**config.mk**
```make
export PLATFORM = sky130hd
export DESIGN_NAME = ep0_ctrl_status
export DESIGN_NICKNAME = d
export VERILOG_FILES = /design/src/rtl/ep0_csr_pkg.sv /design/src/rtl/ep0_csr_core.sv /design/src/rtl/ep0_irq_flag.sv /design/src/rtl/ep0_ctrl_status.sv
export SDC_FILE = /design/constraint.sdc
export NUM_CORES = 1
export LEC_CHECK = 0
export ABC_AREA = 1
export ABC_CLOCK_PERIOD_IN_PS = 900
export BUFFER_PORTS_ARGS = -buffer_cell sky130_fd_sc_hd__buf_2
export CAP_MARGIN = 0
export CORE_AREA = 8 8 45 47
export CTS_CLUSTER_DIAMETER = 150
export DETAILED_ROUTE_END_ITERATION = 10
export DIE_AREA = 0 0 53 55
export HOLD_SLACK_MARGIN = 0.12
export SLEW_MARGIN = 20
export SYNTH_ARGS = -nofsm -noshare
export SYNTH_HDL_FRONTEND = slang
export SYNTH_SLANG_ARGS = --single-unit
```
**constraint.sdc**
```tcl
create_clock -name clk -period 0.9 [get_ports clk]
set_clock_uncertainty 0.15 [all_clocks]
set_input_delay 0.09 -clock clk [delete_from_list [all_inputs] [get_ports clk]]
set_output_delay 0.09 -clock clk [all_outputs]
set_load 0.01 [all_outputs]
```
**src/rtl/ep0_csr_pkg.sv**
```systemverilog
package ep0_csr_pkg;

    localparam int unsigned REG_W   = 8;
    localparam int unsigned N_IRQ   = 5;

    localparam int unsigned B_OPR   = 0;
    localparam int unsigned B_IPR   = 1;
    localparam int unsigned B_SST   = 2;
    localparam int unsigned B_FST   = 3;
    localparam int unsigned B_DEND  = 4;
    localparam int unsigned B_SEND  = 5;
    localparam int unsigned B_SVO   = 6;
    localparam int unsigned B_SVS   = 7;

    typedef struct packed {
        logic send;
        logic dend;
        logic fst;
        logic sst;
        logic ipr;
        logic opr;
    } ep0_bits_t;

    typedef struct packed {
        logic token;
        logic tx_ok;
        logic violation;
        logic stall_done;
        logic xfer_end;
        logic early_end;
    } ep0_evt_t;

endpackage

```
**src/rtl/ep0_csr_core.sv**
```systemverilog
module ep0_csr_core
    import ep0_csr_pkg::*;
(
    input  logic             clk,
    input  logic             rst_n,
    input  logic             wr_en,
    input  logic [REG_W-1:0] wr_data,
    input  ep0_evt_t         evt,
    output ep0_bits_t        bits_q,
    output logic [N_IRQ-1:0] irq_src
);

    ep0_bits_t bits_d;
    logic [REG_W-1:0] wr_one;
    logic unused_wr_bits;

    assign wr_one = wr_en ? wr_data : '0;
    assign unused_wr_bits = ^{wr_one[B_OPR], wr_one[B_SEND]};

    always_comb begin
        bits_d = bits_q;

        // OUT ready: engine set beats CPU service clear
        if (evt.token)
            bits_d.opr = 1'b1;
        else if (wr_one[B_SVO])
            bits_d.opr = 1'b0;

        // IN ready: CPU sets, only engine clears
        if (wr_one[B_IPR])
            bits_d.ipr = 1'b1;
        else if (evt.tx_ok)
            bits_d.ipr = 1'b0;

        // sent stall: engine set beats write-one clear
        if (evt.violation)
            bits_d.sst = 1'b1;
        else if (wr_one[B_SST])
            bits_d.sst = 1'b0;

        // force stall: released by the engine once issued
        if (wr_one[B_FST])
            bits_d.fst = 1'b1;
        else if (evt.stall_done)
            bits_d.fst = 1'b0;

        // data end: CPU sets, engine clears at transfer end
        if (wr_one[B_DEND])
            bits_d.dend = 1'b1;
        else if (evt.xfer_end)
            bits_d.dend = 1'b0;

        // setup end: engine set beats serviced clear
        if (evt.early_end)
            bits_d.send = 1'b1;
        else if (wr_one[B_SVS])
            bits_d.send = 1'b0;
    end

    always_ff @(posedge clk) begin
        if (!rst_n)
            bits_q <= '0;
        else
            bits_q <= bits_d;
    end

    assign irq_src = {evt.early_end,
                      evt.xfer_end & bits_q.dend,
                      evt.violation,
                      evt.tx_ok & bits_q.ipr,
                      evt.token};

endmodule

```
**src/rtl/ep0_irq_flag.sv**
```systemverilog
module ep0_irq_flag #(
    parameter int unsigned N_SRC = 5
) (
    input  logic             clk,
    input  logic             rst_n,
    input  logic [N_SRC-1:0] src,
    input  logic             en,
    input  logic             ack,
    output logic             flag_q
);

    logic flag_d;
    logic hit;

    assign hit = en & (|src);

    always_comb begin
        flag_d = flag_q;
        if (hit)
            flag_d = 1'b1;
        else if (ack)
            flag_d = 1'b0;
    end

    always_ff @(posedge clk) begin
        if (!rst_n)
            flag_q <= 1'b0;
        else
            flag_q <= flag_d;
    end

endmodule

```
**src/rtl/ep0_ctrl_status.sv**
```systemverilog
module ep0_ctrl_status
    import ep0_csr_pkg::*;
(
    input  logic             clk,
    input  logic             rst_n,
    input  logic             wr_en,
    input  logic [REG_W-1:0] wr_data,
    output logic [REG_W-1:0] rd_data,
    input  logic             ev_token,
    input  logic             ev_tx_ok,
    input  logic             ev_violation,
    input  logic             ev_stall_done,
    input  logic             ev_xfer_end,
    input  logic             ev_early_end,
    input  logic             irq_en,
    input  logic             irq_ack,
    output logic             data_phase_ok,
    output logic             stall_req,
    output logic             irq
);

    ep0_evt_t         evt;
    ep0_bits_t        bits_q;
    logic [N_IRQ-1:0] irq_src;

    assign evt = '{token:      ev_token,
                   tx_ok:      ev_tx_ok,
                   violation:  ev_violation,
                   stall_done: ev_stall_done,
                   xfer_end:   ev_xfer_end,
                   early_end:  ev_early_end};

    ep0_csr_core u_core (
        .clk     (clk),
        .rst_n   (rst_n),
        .wr_en   (wr_en),
        .wr_data (wr_data),
        .evt     (evt),
        .bits_q  (bits_q),
        .irq_src (irq_src)
    );

    ep0_irq_flag #(.N_SRC(N_IRQ)) u_irq (
        .clk    (clk),
        .rst_n  (rst_n),
        .src    (irq_src),
        .en     (irq_en),
        .ack    (irq_ack),
        .flag_q (irq)
    );

    assign rd_data       = {2'b00, bits_q};
    assign data_phase_ok = ~bits_q.opr;
    assign stall_req     = bits_q.fst;

endmodule

```
==> flow_summary.toml, run 1 <==
[timing]
setup_viol = 10
finalHoldViolations = 7
fmax_mhz = 1043
post-route-min-period_ps = 959.2
period_share = 1.066
holdWs_ps = -78.37
rsz0062_at_grt = "yes"
report.final.slew_viol_count = 0
fin_ws_ps = -59.16

[outcome]
violations = "hold timing, setup timing"
outcome = "finished with violations"

[cells_and_area]
fin_nets = 96
finalNonFillerCells = 92
final_common_cell = "buf_2"
layout_common_cells = "16 x buf_2, 15 x nand2_1, 8 x buf_6"
insertedDiodeCount = 0
drive_gt1_frac = 0.4605
synthToLayoutAreaGrowth_pct = 83.67

[cts]
root_buffer = "clkbuf_4"
ctsHtreeMaxLevel = 1
numCtsBuffers = 3
clock_sinks = 7
cts_tree = "done"
cts_setup_buffers = 0
cts_buffer_depth = 2
insertion_delay_ps = 240
path_clk_slew_ps = 50

[floorplanning]
dieArea_um2 = 2915
dieHeight_um = 55
rows = 14
core_um2 = 1384
die_w_um = 53
io_pins = 30
initial_core_util = 0.2215

[place]
dp_hpwl_um = 726.7
place.gp.congestion = 0.6713
dp.cells = 84
port_buffers = 25

[drt]
drt-wirelength-per-cell_um = 10.29
totalWireLength_um = 947
drt_iter0_markers = 5
via_per_inst = 3.957
drc = 0
ant_nets = 0
drt_first_pass_iters = 3
vias = 364

[power]
power.density_nw_per_um2 = 1403
ir_worst_vdd_mv = 0.6125
power_frac_comb = 0.207
p_seq_frac = 0.444
p_sw_mw = 0.1902
clkPwrFrac = 0.348
intPower_mw = 0.5997
sw_frac_of_total = 0.2408
leakage_nw = 0.2997

[logic_synthesis]
synthCells = 45
synth.avg_cell_area_um2 = 6.812
synth-seq-cells = 7
ys_types = 8
synthesis.area_um2 = 306.5
synth-warning-count = 0
ys_seq_area_frac = 0.4571

[worst_setup_path]
cp-end-kind = "output pin"
worstSetupPathType = "register to output pin"
cp_data_required_time_ps = 660
critPathArrivalTime_ps = 720
start_kind = "register"
crit_path_max_fanout = 3

[grt]
grt_util_all_layers = 0.06944
grt_pass1_wl_mm = 1.490
grt_pass1_vias = 366
gr-total-overflow = 0
antenna_found_initial = 0
grt_max_degree = 8

[run]
cap_viol_max_count = 0

[hold_path]
hp-class = "input pin to register"
-- routing by layer --
metal | up-vias | track usage | part of all wire
met5 | - | 0 | 0
met4 | 0 | 0.05172 | 0.0084
met3 | 2 | 0.05348 | 0.16
met2 | 18 | 0.09375 | 0.41
met1 | 153 | 0.07154 | 0.42
li1 | 191 | - | -
-- Yosys cell counts --
library cell	number	area (um^2)
dfxtp_1	7	140.1
inv_1	8	30.03
nor2_1	3	11.26
o21bai_1	1	7.510
a21oi_1	7	35.03
nand2_1	15	56.30
conb_1	1	3.750
buf_4	3	22.52
-- cell families after synthesis --
kind of cell	share of synthesized area
flip-flops	0.4571
AND/OR/NAND/NOR	0.2204
AO/OA/AOI/OAI	0.1388
other	0.01223
buffers and inverters	0.1714
-- path summary, 6_finish.rpt --
kind | startpoint | end | slack, ps | depth (start not counted)
worst max-delay path | u_core.bits_q[0] | data_phase_ok | -60 | 2
worst min-delay path | ev_early_end | u_core.bits_q[5] | -80 | 3
worst max register to register | u_core.bits_q[4] | u_irq.flag_q | -10 | 4
worst min register to register | u_core.bits_q[2] | u_core.bits_q[2] | 320 | 2
-- through the flow --
| stage | util | total power, mW | setup WS, ps | cell area [um^2] | setup TNS [ps] |
|---|---|---|---|---|---|
| finish | 0.4069 | 0.7899 | -59.16 | 563.0 | -281.3 |
| global placement | 0.3128 | 0.4707 | 29.24 | 432.9 | 0 |
| detailed placement | 0.3128 | 0.4729 | 4.793 | 432.9 | 0 |
| global route | 0.4069 | 0.8703 | -102.5 | 563.0 | -735.8 |
| CTS | 0.3987 | 0.8044 | -89.49 | 551.8 | -418.9 |
| floorplan | - | 0.4108 | 23.94 | 310.3 | 0 |
-- worst max-delay path: stages, from the launching register on --
cell     delay [ps]
dfxtp_2         330
inv_2            40
buf_6           110
-- sequential cells by signal (all words and copies together), names as in the netlist --
| signal | count |
|---|---|
| u_core.bits_q | 6 |
| u_irq.flag_q | 1 |
-- timing repair --
action                                  4_1_cts  5_1_grt
hold buffers                                  4        1
endpoints found under the setup margin       10       11
hold endpoints to repair                      7        7
gates resized for setup                      14        2
pin swaps                                     0        2
-- area by class of cell --
type	count	area (um^2)
clock buffers	4	26.28
inverters	8	30.03
flip-flops and latches	7	148.9
repair buffers	29	220.2
fillers	152	820.8
multi-input cells	28	117.6
well taps	16	20.02
-- power groups by stage --
stage | Sequential, mW | Combinational (mW) | Clock (mW)
2_1_floorplan | 0.358 | 0.0530 | 0
5_1_grt | 0.353 | 0.183 | 0.335
3_3_place_gp | 0.347 | 0.124 | 0
6_report | 0.351 | 0.164 | 0.275
4_1_cts | 0.350 | 0.160 | 0.295
3_5_place_dp | 0.348 | 0.125 | 0
(Power assumes the default switching activity.)
==> run 2, diff against run 1 <==
- GPL_TIMING_DRIVEN: unset -> 0
- HOLD_SLACK_MARGIN: 0.12 -> unset
==> flow_summary.toml, run 2 (same netlist as run 1, synthesis figures left out) <==
[cells_and_area]
final_common_cell = "buf_2"
regMostFlops = "u_core.bits_q"
final_area_um2 = 590.6
largest_register_ffs = 6
layout_common_cells = "15 x buf_2, 14 x nand2_1, 9 x buf_6, 7 x inv_1, 7 x dfxtp_2"
synthToLayoutAreaGrowth_pct = 92.65
fin_nets = 98
reg_top3 = "u_core.bits_q: 6 flops, u_irq.flag_q: 1 flops"
drive_gt1_frac = 0.5000
insertedDiodeCount = 0
finalNonFillerCells = 94

[cts]
cts_buffer_depth = 2
cts_setup_buffers = 0
insertion_delay_ps = 240
path_clk_slew_ps = 50
root_buffer = "clkbuf_4"
numCtsBuffers = 3
cts_tree = "done"
clock_sinks = 7
ctsHtreeMaxLevel = 1

[worst_setup_path]
r2r_cells = 4
critPathArrivalTime_ps = 770
cp-end-kind = "output pin"
cp_data_required_time_ps = 660
start_kind = "register"
worstSetupPathType = "register to output pin"
worst-r2r-setup-slack_ps = -10
r2r-end = "u_irq.flag_q"
crit_path_max_fanout = 3
worstReg2RegStart = "u_core.bits_q[4]"

[floorplanning]
dieHeight_um = 55
rows = 14
dieArea_um2 = 2915
initial_core_util = 0.2215
io_pins = 30
die_w_um = 53
core_um2 = 1384

[drt]
drt_first_pass_iters = 2
totalWireLength_um = 948
ant_nets = 0
drc = 0
via_per_inst = 4.011
drt-wirelength-per-cell_um = 10.09
vias = 377
drt_iter0_markers = 3

[power]
leakage_nw = 0.3136
power.density_nw_per_um2 = 1359
p_seq_frac = 0.438
power_frac_comb = 0.221
intPower_mw = 0.6099
clkPwrFrac = 0.342
p_sw_mw = 0.1925
ir_worst_vdd_mv = 0.8396
sw_frac_of_total = 0.2399

[timing]
report.final.slew_viol_count = 0
fmax_mhz = 985.9
fin_tns_setup_ps = -378.9
fin_ws_ps = -114.3
finalHoldViolations = 7
setup_viol = 10
period_share = 1.127
holdWs_ps = -81.19
post-route-min-period_ps = 1014
rsz0062_at_grt = "yes"

[place]
place_area_um2 = 455.4
port_buffers = 25
dp.cells = 87
place.gp.congestion = 0.6786
dp_hpwl_um = 740.9

[grt]
antenna_found_initial = 0
gr-total-overflow = 0
grt_max_degree = 8
grt_pass1_vias = 381
grt_util_all_layers = 0.07225
grt_pass1_wl_mm = 1.538

[outcome]
outcome = "finished with violations"
violations = "hold timing, setup timing"

[hold_path]
hold_depth = 3
hp-class = "input pin to register"
holdCritStartpoint = "ev_early_end"
hold_end = "u_core.bits_q[5]"

[run]
cap_viol_max_count = 0
[run 2: cell types whose count changed in the layout (fill, tap and decap cells not counted), sizes merged]
cell / change
buf: +2
[run 2: power by group through the flow]
stage,clock (mW),sequential [mW],combinational [mW]
3_5_place_dp,0,0.348,0.136
2_1_floorplan,0,0.358,0.0530
6_report,0.274,0.351,0.177
3_3_place_gp,0,0.347,0.133
5_1_grt,0.314,0.352,0.199
4_1_cts,0.291,0.350,0.173
[run 2: through the flow]
stage,worst slack [ps],utilization,power (mW)
finish,-114.3,0.4268,0.8024
global route,-147.3,0.4268,0.8650
CTS,-126.2,0.4177,0.8135
detailed placement,11.03,0.3291,0.4831
global placement,28.76,0.3291,0.4801
floorplan,23.94,-,0.4108
[run 2: what timing repair did]
item | 4_1_cts | 5_1_grt
resized for setup | 15 | 4
endpoints found under the hold margin | 7 | 6
pin swaps | 0 | 3
hold buffers | 4 | 1
endpoints found under the setup margin | 9 | 13
[run 2: area by class of cell]
type / instances / area [um^2]
timing repair buffer: 28 / 215.2
clock buffer: 4 / 26.28
multi-input combinational: 28 / 123.9
sequential: 7 / 148.9
tap: 16 / 20.02
buffer: 3 / 26.28
inverter: 8 / 30.03
fill: 158 / 793.3
[run 2: worst max-delay path: stages, from the launching register on]
cell	delay (ps)
dfxtp_2	320
buf_6	110
buf_6	110
[run 2: worst max-delay path by stage]
stage / from / endpoint
2_1_floorplan: u_core.bits_q[1] / u_irq.flag_q
6_report: u_core.bits_q[3] / rd_data[3]
3_5_place_dp: u_core.bits_q[1] / u_irq.flag_q
5_1_grt: u_core.bits_q[3] / rd_data[3]
4_1_cts: u_core.bits_q[3] / rd_data[3]
3_3_place_gp: u_core.bits_q[1] / u_irq.flag_q
[run 2: metal layers]
layer / global-route usage / vias up / part of all wire
met1: 0.07786 / 165 / 0.40
met5: 0 / - / 0
li1: - / 194 / -
met4: 0.02586 / 0 / 0
met2: 0.1035 / 18 / 0.46
met3: 0.05882 / 0 / 0.14
==> run 3, diff against run 2 <==
- CELL_PAD_IN_SITES_DETAIL_PLACEMENT: unset -> 1
- CELL_PAD_IN_SITES_GLOBAL_PLACEMENT: unset -> 1
- CORE_AREA: 8 8 45 47 -> unset
- CORE_MARGIN: unset -> 8
- CORE_UTILIZATION: unset -> 20
- DIE_AREA: 0 0 53 55 -> unset
- PLACE_DENSITY_LB_ADDON: unset -> 0.1
- SKIP_CTS_REPAIR_TIMING: unset -> 1
==> flow_summary.toml, run 3 (same netlist as run 1, synthesis figures left out) <==
[outcome]
outcome = "finished with violations"
violations = "hold timing, setup timing"

[power]
clkPwrFrac = 0.355
power.density_nw_per_um2 = 1419
p_sw_mw = 0.2027
power_frac_comb = 0.210
intPower_mw = 0.6031
p_seq_frac = 0.435
leakage_nw = 0.3105
sw_frac_of_total = 0.2516
power.total_mw = 0.8058
ir_worst_vdd_mv = 0.5194

[grt]
grt_pass1_vias = 374
grt_max_degree = 8
grt_pass1_wl_mm = 1.593
antenna_found_initial = 0
gr-total-overflow = 0
grt_util_all_layers = 0.07483

[drt]
drt_iter0_markers = 0
drc = 0
vias = 379
via_per_inst = 4.032
drt-wirelength-per-cell_um = 11.44
totalWireLength_mm = 1.075
ant_nets = 0
drt_first_pass_iters = 1

[timing]
setup_viol = 9
holdWs_ps = -86.87
rsz0062_at_grt = "yes"
fin_ws_ps = -127.3
post-route-min-period_ps = 1027
report.final.slew_viol_count = 0
finalHoldViolations = 7
fmax_mhz = 973.4
period_share = 1.141

[floorplanning]
dieHeight_um = 55.15
core_um2 = 1471
dieArea_um2 = 3042
rows = 14
initial_core_util = 0.2083
die_w_um = 55.15
io_pins = 30

[cts]
ctsHtreeMaxLevel = 1
root_buffer = "clkbuf_4"
clock_sinks = 7
cts_tree = "done"
path_clk_slew_ps = 50
insertion_delay_ps = 250
numCtsBuffers = 3
cts_buffer_depth = 2

[worst_setup_path]
path_buf_inv = 2
cp_data_required_time_ps = 660
crit_path_frequent_cell = "buf_6"
max_stage_delay_ps = 320
cp-end-kind = "output pin"
start_kind = "register"
r2r_cells = 4
crit_path_max_fanout = 3
worstReg2RegStart = "u_core.bits_q[1]"
worst-r2r-setup-slack_ps = 0
cpLargestDelayFamily = "flip-flops"
r2r-end = "u_irq.flag_q"
slowest_stage = "dfxtp_2"
cp_cell_sequence = "buf_6 -> buf_6"
worstSetupPathType = "register to output pin"
critPathArrivalTime_ps = 790

[hold_path]
holdCritStartpoint = "ev_early_end"
hold_depth = 3
hold_end = "u_core.bits_q[5]"
hp-class = "input pin to register"

[cells_and_area]
final_area_um2 = 568.0
regMostFlops = "u_core.bits_q"
finalNonFillerCells = 94
layout_common_cells = "18 x buf_2, 15 x nand2_1, 8 x inv_1, 8 x buf_6"
insertedDiodeCount = 0
final_common_cell = "buf_2"
reg_top3 = "u_core.bits_q: 6 flops, u_irq.flag_q: 1 flops"
multi_input_area_um2 = 117.6
seqCellArea_um2 = 148.9
nFillCells = 195
drive_gt1_frac = 0.4872
synthToLayoutAreaGrowth_pct = 85.31
largest_register_ffs = 6
fin_nets = 98

[place]
dp_hpwl_um = 856.1
place.gp.congestion = 0.6372
dp.cells = 87
port_buffers = 25
place_area_um2 = 455.4

[run]
cap_viol_max_count = 0
==> run 3: cell count changes in the layout (fill, tap and decap cells not counted), sizes merged <==
cell / delta
dlygate4sd3: -2
buf: +2
==> run 3: tightest hold or removal path, stage by stage <==
cell     delay [ps]
buf_2            90
a21oi_1          40
nor2_1           70
==> run 3: layout make-up <==
class | count | share of cell area
clock buffers | 4 | 0.04626
flip-flops and latches | 7 | 0.2621
inverters | 8 | 0.05286
well taps | 16 | 0.03524
plain buffers | 3 | 0.04626
multi-input cells | 28 | 0.2070
repair buffers | 28 | 0.3502
==> run 3: worst max path at each step <==
stage | start | to | slack (ps) | cells past startpoint
after floorplan | u_core.bits_q[1] | u_irq.flag_q | 20 | 4
after global placement | u_core.bits_q[1] | u_irq.flag_q | 9 | 4
after detailed placement | u_core.bits_q[1] | u_irq.flag_q | 8 | 4
after CTS | u_core.bits_q[3] | rd_data[3] | -170 | 2
after global routing | u_core.bits_q[3] | rd_data[3] | -160 | 2
final | u_core.bits_q[3] | rd_data[3] | -130 | 2
==> run 3: layer usage <==
layer  GRT usage  wire, um  vias to the layer above  part of all wire
met5           0         0                        -                 0
li1            -         -                      196                 -
met3     0.04813       156                        2              0.15
met2      0.1250       539                       17              0.50
met1     0.07458       365                      164              0.34
met4     0.02400        13                        0             0.012
==> run 3: through the flow <==
step           worst slack (ps)  utilization  TNS (ps)
2_1_floorplan             23.94            -         0
3_3_place_gp              8.509       0.3095         0
3_5_place_dp              8.047       0.3095         0
4_1_cts                  -169.8       0.3274    -805.6
5_1_grt                  -162.2       0.3861    -835.2
6_report                 -127.3       0.3861    -466.9
==> run 3: power groups by stage <==
stage	combinational (mW)	sequential, mW	clock, mW
2_1_floorplan	0.0530	0.358	0
3_3_place_gp	0.135	0.348	0
3_5_place_dp	0.137	0.348	0
4_1_cts	0.138	0.342	0.301
5_1_grt	0.187	0.353	0.331
6_report	0.169	0.351	0.286
